$ cat config.mk
export PLATFORM = sky130hd
export DESIGN_NAME = ds_dither_pwm
export DESIGN_NICKNAME = d
export VERILOG_FILES = /design/src/rtl/dspwm_pkg.sv /design/src/rtl/dspwm_counter.sv /design/src/rtl/dspwm_accum.sv /design/src/rtl/dspwm_compare.sv /design/src/rtl/ds_dither_pwm.sv
export SDC_FILE = /design/constraint.sdc
export NUM_CORES = 1
export LEC_CHECK = 0
export BUFFER_PORTS_ARGS = -buffer_cell sky130_fd_sc_hd__buf_2
export CORE_ASPECT_RATIO = 0.75
export CORE_MARGIN = 3
export CORE_UTILIZATION = 40
export DETAILED_ROUTE_END_ITERATION = 16
export PLACE_DENSITY = 0.66
export SYNTH_ARGS = -nofsm -noshare
export SYNTH_HDL_FRONTEND = slang
export SYNTH_SLANG_ARGS = --single-unit
export TNS_END_PERCENT = 5
$ cat constraint.sdc
create_clock -name clk -period 6.2 [get_ports clk]
set_input_delay 1.24 -clock clk [delete_from_list [all_inputs] [get_ports clk]]
set_output_delay 1.24 -clock clk [all_outputs]
set_load 0.02 [all_outputs]
$ cat src/rtl/dspwm_pkg.sv
package dspwm_pkg;
    localparam int COARSE_W_DEF = 8;
    localparam int FRAC_W_DEF   = 8;

    // Comparison mode of the width comparator
    typedef enum logic {
        CMP_BELOW   = 1'b0,   // counter <  width
        CMP_BELOWEQ = 1'b1    // counter <= width
    } cmp_mode_e;
endpackage

$ cat src/rtl/dspwm_counter.sv
module dspwm_counter #(
    parameter int W = 8
) (
    input  logic         clk,
    input  logic         rst,
    output logic [W-1:0] cnt_o,
    output logic         tc_o
);
    logic [W-1:0] cnt_q;

    always_ff @(posedge clk) begin
        if (rst) cnt_q <= '1;
        else     cnt_q <= cnt_q - 1'b1;   // wraps 0 -> all ones
    end

    assign cnt_o = cnt_q;
    assign tc_o  = (cnt_q == '0);
endmodule

$ cat src/rtl/dspwm_accum.sv
module dspwm_accum #(
    parameter int W = 8
) (
    input  logic         clk,
    input  logic         rst,
    input  logic         step_i,
    input  logic [W-1:0] inc_i,
    output logic         carry_o
);
    logic [W-1:0] acc_q;
    logic [W:0]   sum;

    assign sum     = {1'b0, acc_q} + {1'b0, inc_i};
    assign carry_o = sum[W];

    always_ff @(posedge clk) begin
        if (rst)         acc_q <= '0;
        else if (step_i) acc_q <= sum[W-1:0];
    end
endmodule

$ cat src/rtl/dspwm_compare.sv
module dspwm_compare
    import dspwm_pkg::*;
#(
    parameter int W = 8
) (
    input  logic [W-1:0] cnt_i,
    input  logic [W-1:0] width_i,
    input  cmp_mode_e    mode_i,
    output logic         level_o
);
    always_comb begin
        unique case (mode_i)
            CMP_BELOWEQ: level_o = (cnt_i <= width_i);
            default:     level_o = (cnt_i <  width_i);
        endcase
    end
endmodule

$ cat src/rtl/ds_dither_pwm.sv
module ds_dither_pwm
    import dspwm_pkg::*;
#(
    parameter int PWM_W = COARSE_W_DEF,
    parameter int DSM_W = FRAC_W_DEF,
    localparam int DEN_W = PWM_W + DSM_W
) (
    input  logic             clk,
    input  logic             rst,
    input  logic [DEN_W-1:0] density_i,
    output logic             pwm_o,
    output logic             tc_o
);
    logic [PWM_W-1:0] cnt;
    logic             tc;
    logic             carry;
    logic [PWM_W-1:0] coarse_q;
    cmp_mode_e        mode_q;

    dspwm_counter #(.W(PWM_W)) u_cnt (
        .clk   (clk),
        .rst   (rst),
        .cnt_o (cnt),
        .tc_o  (tc)
    );

    dspwm_accum #(.W(DSM_W)) u_acc (
        .clk     (clk),
        .rst     (rst),
        .step_i  (tc),
        .inc_i   (density_i[DSM_W-1:0]),
        .carry_o (carry)
    );

    // Width and comparison mode are captured together at the period boundary
    always_ff @(posedge clk) begin
        if (rst) begin
            coarse_q <= '0;
            mode_q   <= CMP_BELOW;
        end else if (tc) begin
            coarse_q <= density_i[DEN_W-1:DSM_W];
            mode_q   <= carry ? CMP_BELOWEQ : CMP_BELOW;
        end
    end

    dspwm_compare #(.W(PWM_W)) u_cmp (
        .cnt_i   (cnt),
        .width_i (coarse_q),
        .mode_i  (mode_q),
        .level_o (pwm_o)
    );

    assign tc_o = tc;
endmodule

==> impl_metrics.csv, run 1 <==
group,metric,value,unit
status,status,"finished, final reports clean",
setup_path,cp.required,4.96,ns
place,hpwl,2240,um
cts,holdBufCountCts,0,
cts,clkSinkCount,25,
finish,final_nets,231,
cts,cts.htree.levels,1,
floorplan,fp.dieW,75.2,um
timing,fmax,264,MHz
route,postRouteAntennaNets,0,
finish,stdcell_count,233,
place,placed_cells,229,
route,wl_per_cell,12.5,um
setup_path,critPathKind,"register to output port",
timing,finalSetupTns,0,ns
synthesis,yosys.cell_count.top_type,"nand2_1",
synthesis,seq_area_frac_synth,34.9,%
timing,slew_viol_final,0,
cts,cts_root_buffer,"clkbuf_8",
route,dr.pass1.iters,4,
synthesis,ys_top_cells_by_count,"nand2_1 (34), dfxtp_1 (25), a21oi_1 (20)",
cts,clk_latency,0.27,ns
setup_path,timing.critical_path.from,"u_cnt.cnt_o[0]",
timing,setup_ws,2.41,ns
finish,nFillCells,333,
floorplan,coreArea,3360,um^2
min_path,hold_path.class,"register to register",
timing,worst_pin_slew,0.607,ns
synthesis,synth_nets,213,
timing,finClkSkew,0.00692,ns
setup_path,r2r_setup_slack,3.73,ns
route,vias_per_cell,5.13,
setup_path,crit_end,"tc_o",
synthesis,syn_inst,176,
setup_path,slowest_delay,0.61,ns
timing,rsz0062_at_grt,"no",
timing,max_slew_margin,59.5,%
route,drc,0,
route,drt_iter0_drc,62,
timing,finalSetupViolCount,0,
synthesis,synth_top_area_share,34.9,%
setup_path,path_cells,"inv_1 -> ha_1 -> or3b_2 -> or2_1 -> clkinv_1 -> buf_2",
setup_path,regToRegStartpoint,"u_cnt.cnt_o[0]",
global_routing,grt-ovfl-total,0,
route,drt-total-wl,2910,um
place,io_buffers,19,
flow_run,drv_cap,0,
cts,cts_tree,"built",
finish,insertedDiodeCount,0,
place,place_area,1550,um^2
setup_path,critPathMaxFanout,20,
synthesis,synth_edf_count,0,
place,gp_congestion,0.790,
finish,fin_area,1600,um^2
floorplan,num_rows,18,
timing,fin_crit,3.79,ns
synthesis,yosys_register_bits,25,
synthesis,synth_top_flop_cell,"dfxtp_1",
global_routing,antenna_found_initial,0,
cts,clock_path_buffers,2,
pwr,p_per_area,178,nW/um^2
pwr,power.leakage,0.672,nW
synthesis,synthTopCellsByArea,"dfxtp_1 (35%), ha_1 (16%), nand2_1 (8.9%)",
setup_path,crit_buf_inv,3,
setup_path,ff2ff_path_depth,7,
place,place_ws,2.71,ns
cts,cts_made_buffers,3,
timing,worst_hold_slack,0.421,ns
floorplan,die_area,4350,um^2
finish,area_growth_syn_to_layout,11.3,%
floorplan,io_pins,20,
synthesis,async_flop_share,0,%
setup_path,reg2reg_to,"mode_q",
synthesis,syn_area,1440,um^2
global_routing,grt_pass1_vias,1127,
timing,period_share,61.1,%
synthesis,synth_warnings,0,
global_routing,grt_max_degree,21,
synthesis,syn_area_per_cell,8.15,um^2
setup_path,start_kind,"register",
setup_path,end_kind,"output port",
synthesis,synth_top_cell_by_area,"dfxtp_1",
floorplan,die_y,57.9,um
setup_path,crit_cells,6,
global_routing,grt_usage,14.2,%
setup_path,cp_top_family,"buffers and inverters",
cts,cts.clk_slew.worst_paths,0.10,ns
finish,layout-drive-gt1-share,13.0,%
setup_path,crit_slowest_cell,"clkinv_1",
finish,fin_util,47.6,%
pwr,p_total,0.285,mW
synthesis,yosys.cell_types.count,34,
setup_path,arrival,2.55,ns
cts,postCtsSetupBuffers,0,
global_routing,grt_pass1_wl,4900,um
pwr,irDropWorstVdd,93.8,uV
cts,cts-resized-gates,0,
route,vias,1195,
floorplan,initial_core_util,42.8,%
timing,hold_viol,0,
[flip-flops by register name, summed over array words and instances (netlist names)]
signal       count
u_cnt.cnt_o      8
u_acc.acc_q      8
mode_q           1
coarse_q         8
[cell usage in the layout, fill, tap and decap left out, types with 2 or more instances in the layout]
cell / count
inv_1: 11
buf_2: 19
a21o_1: 3
a211oi_1: 3
o21ai_0: 8
xnor2_1: 5
nor2_1: 7
dfxtp_1: 25
or4_1: 2
o211ai_1: 2
nand3_1: 8
nand2_1: 34
a2111o_1: 2
and3_1: 3
ha_1: 18
a21oi_1: 20
nand2b_1: 2
nand4_1: 3
clkbuf_8: 3
[layer usage]
metal  vias up  wire (um)  track usage, %
met2        26       1280            22.1
li1        646          -               -
met4         0         17            2.49
met3         2        146            4.16
met5         -          0               0
met1       521       1470            19.9
[layout make-up]
cell class / count / area [um^2] / share of cell area [%]
Multi-Input combinational cell: 133 / 858 / 53.7
Sequential cell: 25 / 500 / 31.3
Timing Repair Buffer: 19 / 95.1 / 5.95
Tap cell: 40 / 50.0 / 3.13
Inverter: 12 / 45.0 / 2.82
Clock buffer: 3 / 41.3 / 2.58
Clock inverter: 1 / 7.51 / 0.470
[worst reg2reg max path: stages, from the launching register on]
cell and delay, ns:
dfxtp_1 0.37, inv_1 0.09, ha_1 0.20, or3b_2 0.18, or2_1 0.48, clkinv_1 0.61, o21ai_0 0.33, a31oi_1 0.07
[where the power goes]
part	internal (mW)	switching, mW	total, mW
combinational	0.00964	0.0118	0.0215
sequential	0.162	0.00143	0.163
clock	0.0456	0.0542	0.0998
total	0.217	0.0675	0.285
[how the worst min path moves through the flow]
stage,from,endpoint,cells after the start
6_report,u_cnt.cnt_o[0],u_cnt.cnt_o[0],1
5_1_grt,u_cnt.cnt_o[0],u_cnt.cnt_o[0],1
3_5_place_dp,u_cnt.cnt_o[0],u_cnt.cnt_o[0],1
4_1_cts,u_cnt.cnt_o[0],u_cnt.cnt_o[0],1
3_3_place_gp,u_cnt.cnt_o[0],u_cnt.cnt_o[0],1
2_1_floorplan,u_cnt.cnt_o[0],u_cnt.cnt_o[0],1
[cell families (layout without fill, tap and decap cells)]
group           Yosys count  after routing  share of synthesized area (%)
simple gates             66             66                           21.3
compound gates           42             42                           17.7
flops                    25             25                           34.9
fa+ha+maj                19             19                           17.1
buf+inv                  18             35                           5.32
xor+xnor                  5              5                           3.05
mux                       1              1                          0.697
Note: power is estimated with default switching activity, not from simulation.
==> run 2: changes to the inputs <==
- ABC_AREA: default -> 1
- clock period: 6.2 -> 3.5 ns (I/O delays scaled with it)
==> run 2 against run 1 <==
Non-clock buffer count is the same. Clock skew shrank 0.0026 ns. Die area increased by 4.1%. Hold slack worse by 0.00075 ns. Critical path type unchanged. Critical endpoint is now pwm_o. Highest routed layer unchanged.
==> impl_metrics.csv, run 2 <==
group,metric,value,unit
finish,seq_area,500,um^2
synthesis,synth_edf_count,0,
synthesis,yosys.cell_count.top_type,"nand2_1",
pwr,p_total,0.497,mW
cts,cts.clk_slew.worst_paths,0.08,ns
cts,cts_root_buffer,"clkbuf_8",
synthesis,synth_top_cell_by_area,"dfxtp_1",
timing,rsz0062_at_grt,"no",
finish,final_nets,257,
cts,cts_made_buffers,3,
timing,slew_viol_final,0,
floorplan,initial_core_util,43.5,%
setup_path,end_kind,"output port",
timing,worst_pin_slew,0.545,ns
flow_run,drv_cap,0,
synthesis,async_flop_share,0,%
pwr,irDropWorstVdd,175,uV
finish,layout.cells.most_common,"nand2_1",
route,postRouteAntennaNets,0,
timing,finClkSkew,0.00428,ns
cts,cts-resized-gates,0,
timing,finalSetupTns,0,ns
setup_path,start_kind,"register",
floorplan,fp.dieW,76.7,um
synthesis,synth_top_flop_cell,"dfxtp_1",
route,drt_iter0_drc,52,
synthesis,syn_area,1500,um^2
finish,multi_input_area,855,um^2
place,io_buffers,19,
floorplan,io_pins,20,
cts,clock_path_buffers,2,
cts,cts.htree.levels,1,
synthesis,yosys.cell_types.count,27,
pwr,p_per_area,299,nW/um^2
setup_path,arrival,1.58,ns
finish,layout-drive-gt1-share,12.8,%
finish,area_growth_syn_to_layout,11.0,%
synthesis,syn_area_per_cell,7.50,um^2
route,drc,0,
setup_path,ff2ff_path_depth,10,
global_routing,grt_pass1_wl,4810,um
global_routing,antenna_found_initial,0,
timing,hold_viol,0,
route,vias,1220,
cts,cts_tree,"built",
cts,postCtsSetupBuffers,0,
finish,insertedDiodeCount,0,
setup_path,critPathKind,"register to output port",
synthesis,synthTopCellsByArea,"dfxtp_1 (33%), ha_1 (15%), nand2_1 (9.0%)",
place,hpwl,2100,um
finish,nFillCells,344,
place,gp_congestion,0.763,
timing,finalSetupViolCount,0,
timing,period_share,65.0,%
synthesis,synth_nets,237,
global_routing,grt_usage,13.3,%
timing,fmax,440,MHz
setup_path,r2r_setup_slack,1.94,ns
cts,clkSinkCount,25,
synthesis,seq_area_frac_synth,33.4,%
route,wl_per_cell,10.2,um
floorplan,coreArea,3450,um^2
synthesis,ys_top_cells_by_count,"nand2_1 (36), inv_1 (27), dfxtp_1 (25)",
min_path,whs_path_depth,1,
synthesis,synth_warnings,0,
route,dr.pass1.iters,4,
synthesis,yosys_register_bits,25,
floorplan,num_rows,18,
synthesis,syn_inst,200,
global_routing,grt_pass1_vias,1067,
cts,clk_latency,0.26,ns
synthesis,synth_top_area_share,33.4,%
pwr,power.leakage,0.819,nW
global_routing,grt_max_degree,19,
timing,fin_crit,2.28,ns
route,drt-total-wl,2750,um
floorplan,die_y,59.0,um
setup_path,critPathMaxFanout,3,
timing,max_slew_margin,63.4,%
status,status,"finished, final reports clean",
cts,holdBufCountCts,0,
global_routing,grt-ovfl-total,0,
setup_path,cp.required,2.80,ns
min_path,hold_path.class,"register to register",
floorplan,die_area,4530,um^2
finish,final_cell_mix,"nand2_1 (36), inv_1 (27), dfxtp_1 (25), nor2_1 (24)",
route,vias_per_cell,4.54,
run 2: cell count changes in the layout (fill, tap and decap cells not counted), moves of 3 or more:
cell,delta
nor2_1,+17
o21ai_0,+11
xnor2_1,-4
a21oi_1,-4
inv_1,+16
and3_1,-3
nand3_1,+4
run 2: final cells by class:
class                      count  area share [%]
multi-input combinational    143            51.3
sequential                    25            30.1
inverter                      28            6.46
timing repair buffer          19            5.71
tap                           50            3.76
clock buffer                   4            2.70
run 2: cells by family (layout without fill, tap and decap cells):
logic type / count (synthesis) / in the layout / share of synthesized area (%)
compound gates: 39 / 39 / 13.7
buf+inv: 32 / 51 / 9.67
simple gates: 82 / 82 / 25.2
xor+xnor: 3 / 3 / 1.75
flops: 25 / 25 / 33.4
fa+ha+maj: 19 / 19 / 16.3
run 2: worst max-delay path, cell delays in order, from the launching register on:
cell,delay [ns]
dfxtp_1,0.33
ha_1,0.31
a21oi_1,0.13
nor2_1,0.05
a211oi_1,0.20
nand2_1,0.07
nand2_1,0.06
buf_2,0.15
run 2: path summary, 6_finish.rpt:
path / from / end
setup / recovery: u_cnt.cnt_o[5] / pwm_o
hold / removal: u_cnt.cnt_o[0] / u_cnt.cnt_o[0]
setup reg to reg: u_acc.acc_q[0] / u_acc.acc_q[6]
hold reg to reg: u_cnt.cnt_o[0] / u_cnt.cnt_o[0]
run 2: per-stage QoR:
step | hold WS (ns) | cell area (um^2) | instances | worst slack, ns | util [%]
6_report | 0.420 | 1670 | 269 | 1.22 | 48.3
5_1_grt | 0.450 | 1670 | 269 | 1.05 | 48.3
4_1_cts | 0.422 | 1670 | 269 | 1.21 | 48.3
3_5_place_dp | 0.399 | 1620 | 265 | 1.41 | 47.0
3_3_place_gp | 0.398 | 1620 | 265 | 1.45 | 47.0
2_1_floorplan | 0.378 | 1500 | 200 | 1.63 | -
run 2: report_power, final:
part	internal, mW	switching, mW
clock network	0.0813	0.0862
registers	0.287	0.00278
logic	0.0175	0.0225
total	0.386	0.111
run 2: metal layers:
layer / part of all wire, % / wire length (um) / vias up / GRT usage, %
li1: - / - / 690 / -
met1: 56 / 1550 / 509 / 19.9
met2: 38 / 1050 / 19 / 18.9
met3: 4.5 / 123 / 2 / 3.34
met4: 0.98 / 27 / 0 / 3.88
met5: 0 / 0 / - / 0
==> run 3: changes to the inputs <==
- PLACE_DENSITY: 0.66 -> 0.68
- clock period: 3.5 -> 1.9 ns (I/O delays scaled with it)
==> run 3 against run 2 <==
Final area rose by 8.1%. Flip-flop and latch count stayed put. Sequential power rose by 84%. Critical endpoint unchanged.
==> impl_metrics.csv, run 3 (synthesis results as in run 2) <==
group,metric,value,unit
timing,worst_pin_slew,0.285,ns
floorplan,fp.dieW,76.7,um
finish,final_nets,263,
floorplan,initial_core_util,43.5,%
setup_path,cp.required,1.52,ns
route,drt-total-wl,3010,um
route,vias,1262,
global_routing,grt-ovfl-total,0,
global_routing,antenna_found_initial,0,
timing,max_slew_margin,81.0,%
route,dr.pass1.iters,4,
route,postRouteAntennaNets,0,
status,status,"finished, final reports clean",
timing,finClkSkew,0.00705,ns
route,wl_per_cell,10.9,um
cts,cts.clk_slew.worst_paths,0.09,ns
timing,hold_viol,0,
setup_path,critPathKind,"register to output port",
finish,stdcell_count,275,
cts,clock_path_buffers,2,
floorplan,num_rows,18,
timing,fmax,540,MHz
pwr,switchingPower,0.216,mW
pwr,power_frac_clock,33.8,%
timing,slew_viol_final,0,
place,io_buffers,19,
global_routing,grt_usage,13.8,%
route,drt_iter0_drc,47,
floorplan,io_pins,20,
timing,rsz0062_at_grt,"yes",
timing,finalSetupTns,0,ns
global_routing,grt_pass1_wl,4970,um
finish,layout.cells.most_common,"nand2_1",
pwr,p_total,0.931,mW
cts,clkSinkCount,25,
place,place_ws,0.145,ns
setup_path,end_kind,"output port",
floorplan,die_y,59.0,um
floorplan,coreArea,3450,um^2
min_path,hold_path.class,"primary input to register",
finish,insertedDiodeCount,0,
place,place_area,1650,um^2
route,drc,0,
cts,cts.htree.levels,1,
floorplan,die_area,4530,um^2
flow_run,drv_cap,0,
pwr,p_per_area,517,nW/um^2
cts,cts_root_buffer,"clkbuf_8",
pwr,switching_share,23.2,%
pwr,seqPwrFrac,57.2,%
finish,nFillCells,332,
setup_path,start_kind,"register",
place,hpwl,2270,um
cts,clk_latency,0.27,ns
global_routing,grt_pass1_vias,1052,
pwr,power.leakage,0.853,nW
place,gp_congestion,0.788,
cts,cts_made_buffers,3,
pwr,cell_internal_pwr,0.715,mW
timing,fin_crit,1.85,ns
finish,final_cell_mix,"nand2_1 (35), inv_1 (25), nor2_1 (24)",
place,placed_cells,269,
setup_path,arrival,1.47,ns
finish,area_growth_syn_to_layout,20.0,%
timing,setup_ws,0.0493,ns
route,vias_per_cell,4.59,
pwr,comb_power_share,8.9,%
finish,fin_area,1800,um^2
timing,period_share,97.4,%
timing,finalSetupViolCount,0,
setup_path,critPathMaxFanout,3,
cts,cts_tree,"built",
pwr,irDropWorstVdd,420,uV
finish,layout-drive-gt1-share,23.6,%
cts,holdBufCountCts,0,
global_routing,grt_max_degree,19,
run 3: power groups by stage:
stage	Clock [mW]	Sequential, mW	Combinational [mW]
floorplan	0	0.545	0.0465
global placement	0	0.546	0.0764
detailed placement	0	0.546	0.0784
CTS	0.325	0.534	0.0792
global route	0.352	0.534	0.0933
finish	0.315	0.533	0.0830
run 3: worst max-delay path, stage by stage (launching register included):
cell      delay, ns
dfxtp_2        0.35
ha_4           0.24
a21oi_2        0.11
nor2_1         0.05
a211oi_2       0.19
nand2_1        0.07
nand2_1        0.07
buf_6          0.11
run 3: stage by stage:
step / utilization [%] / hold slack [ns]
after floorplan: - / 0.378
after global placement: 47.9 / 0.397
after detailed placement: 47.9 / 0.398
after CTS: 49.4 / 0.380
after global routing: 52.3 / 0.386
final: 52.3 / 0.384
run 3: final timing paths:
check | slack, ns | to | startpoint | depth (start not counted)
min reg2reg | 0.42 | u_cnt.cnt_o[0] | u_cnt.cnt_o[0] | 1
max reg2reg | 0.34 | u_acc.acc_q[6] | u_acc.acc_q[0] | 10
min | 0.38 | coarse_q[0] | density_i[8] | 3
max | 0.05 | pwm_o | u_cnt.cnt_o[5] | 7
run 3: final cells by class:
type / instances / area (um^2) / area share (%)
Timing Repair Buffer: 25 / 146 / 8.13
Tap cell: 50 / 62.6 / 3.47
Sequential cell: 25 / 512 / 28.4
Inverter: 28 / 108 / 5.98
Clock buffer: 4 / 45.0 / 2.50
Multi-Input combinational cell: 143 / 927 / 51.5
run 3: what timing repair did:
action | CTS | global route
pin swaps | 0 | 6
setup buffers | 0 | 2
gates resized for setup | 2 | 21
endpoints found under the setup margin | 1 | 1
run 3: metal layers:
metal / share of wire, % / wire length, um / global-route usage (%)
met1: 54 / 1630 / 20.2
met2: 39 / 1190 / 19.5
met3: 3.9 / 116 / 4.26
met4: 2.5 / 76 / 3.88
met5: 0 / 0 / 0
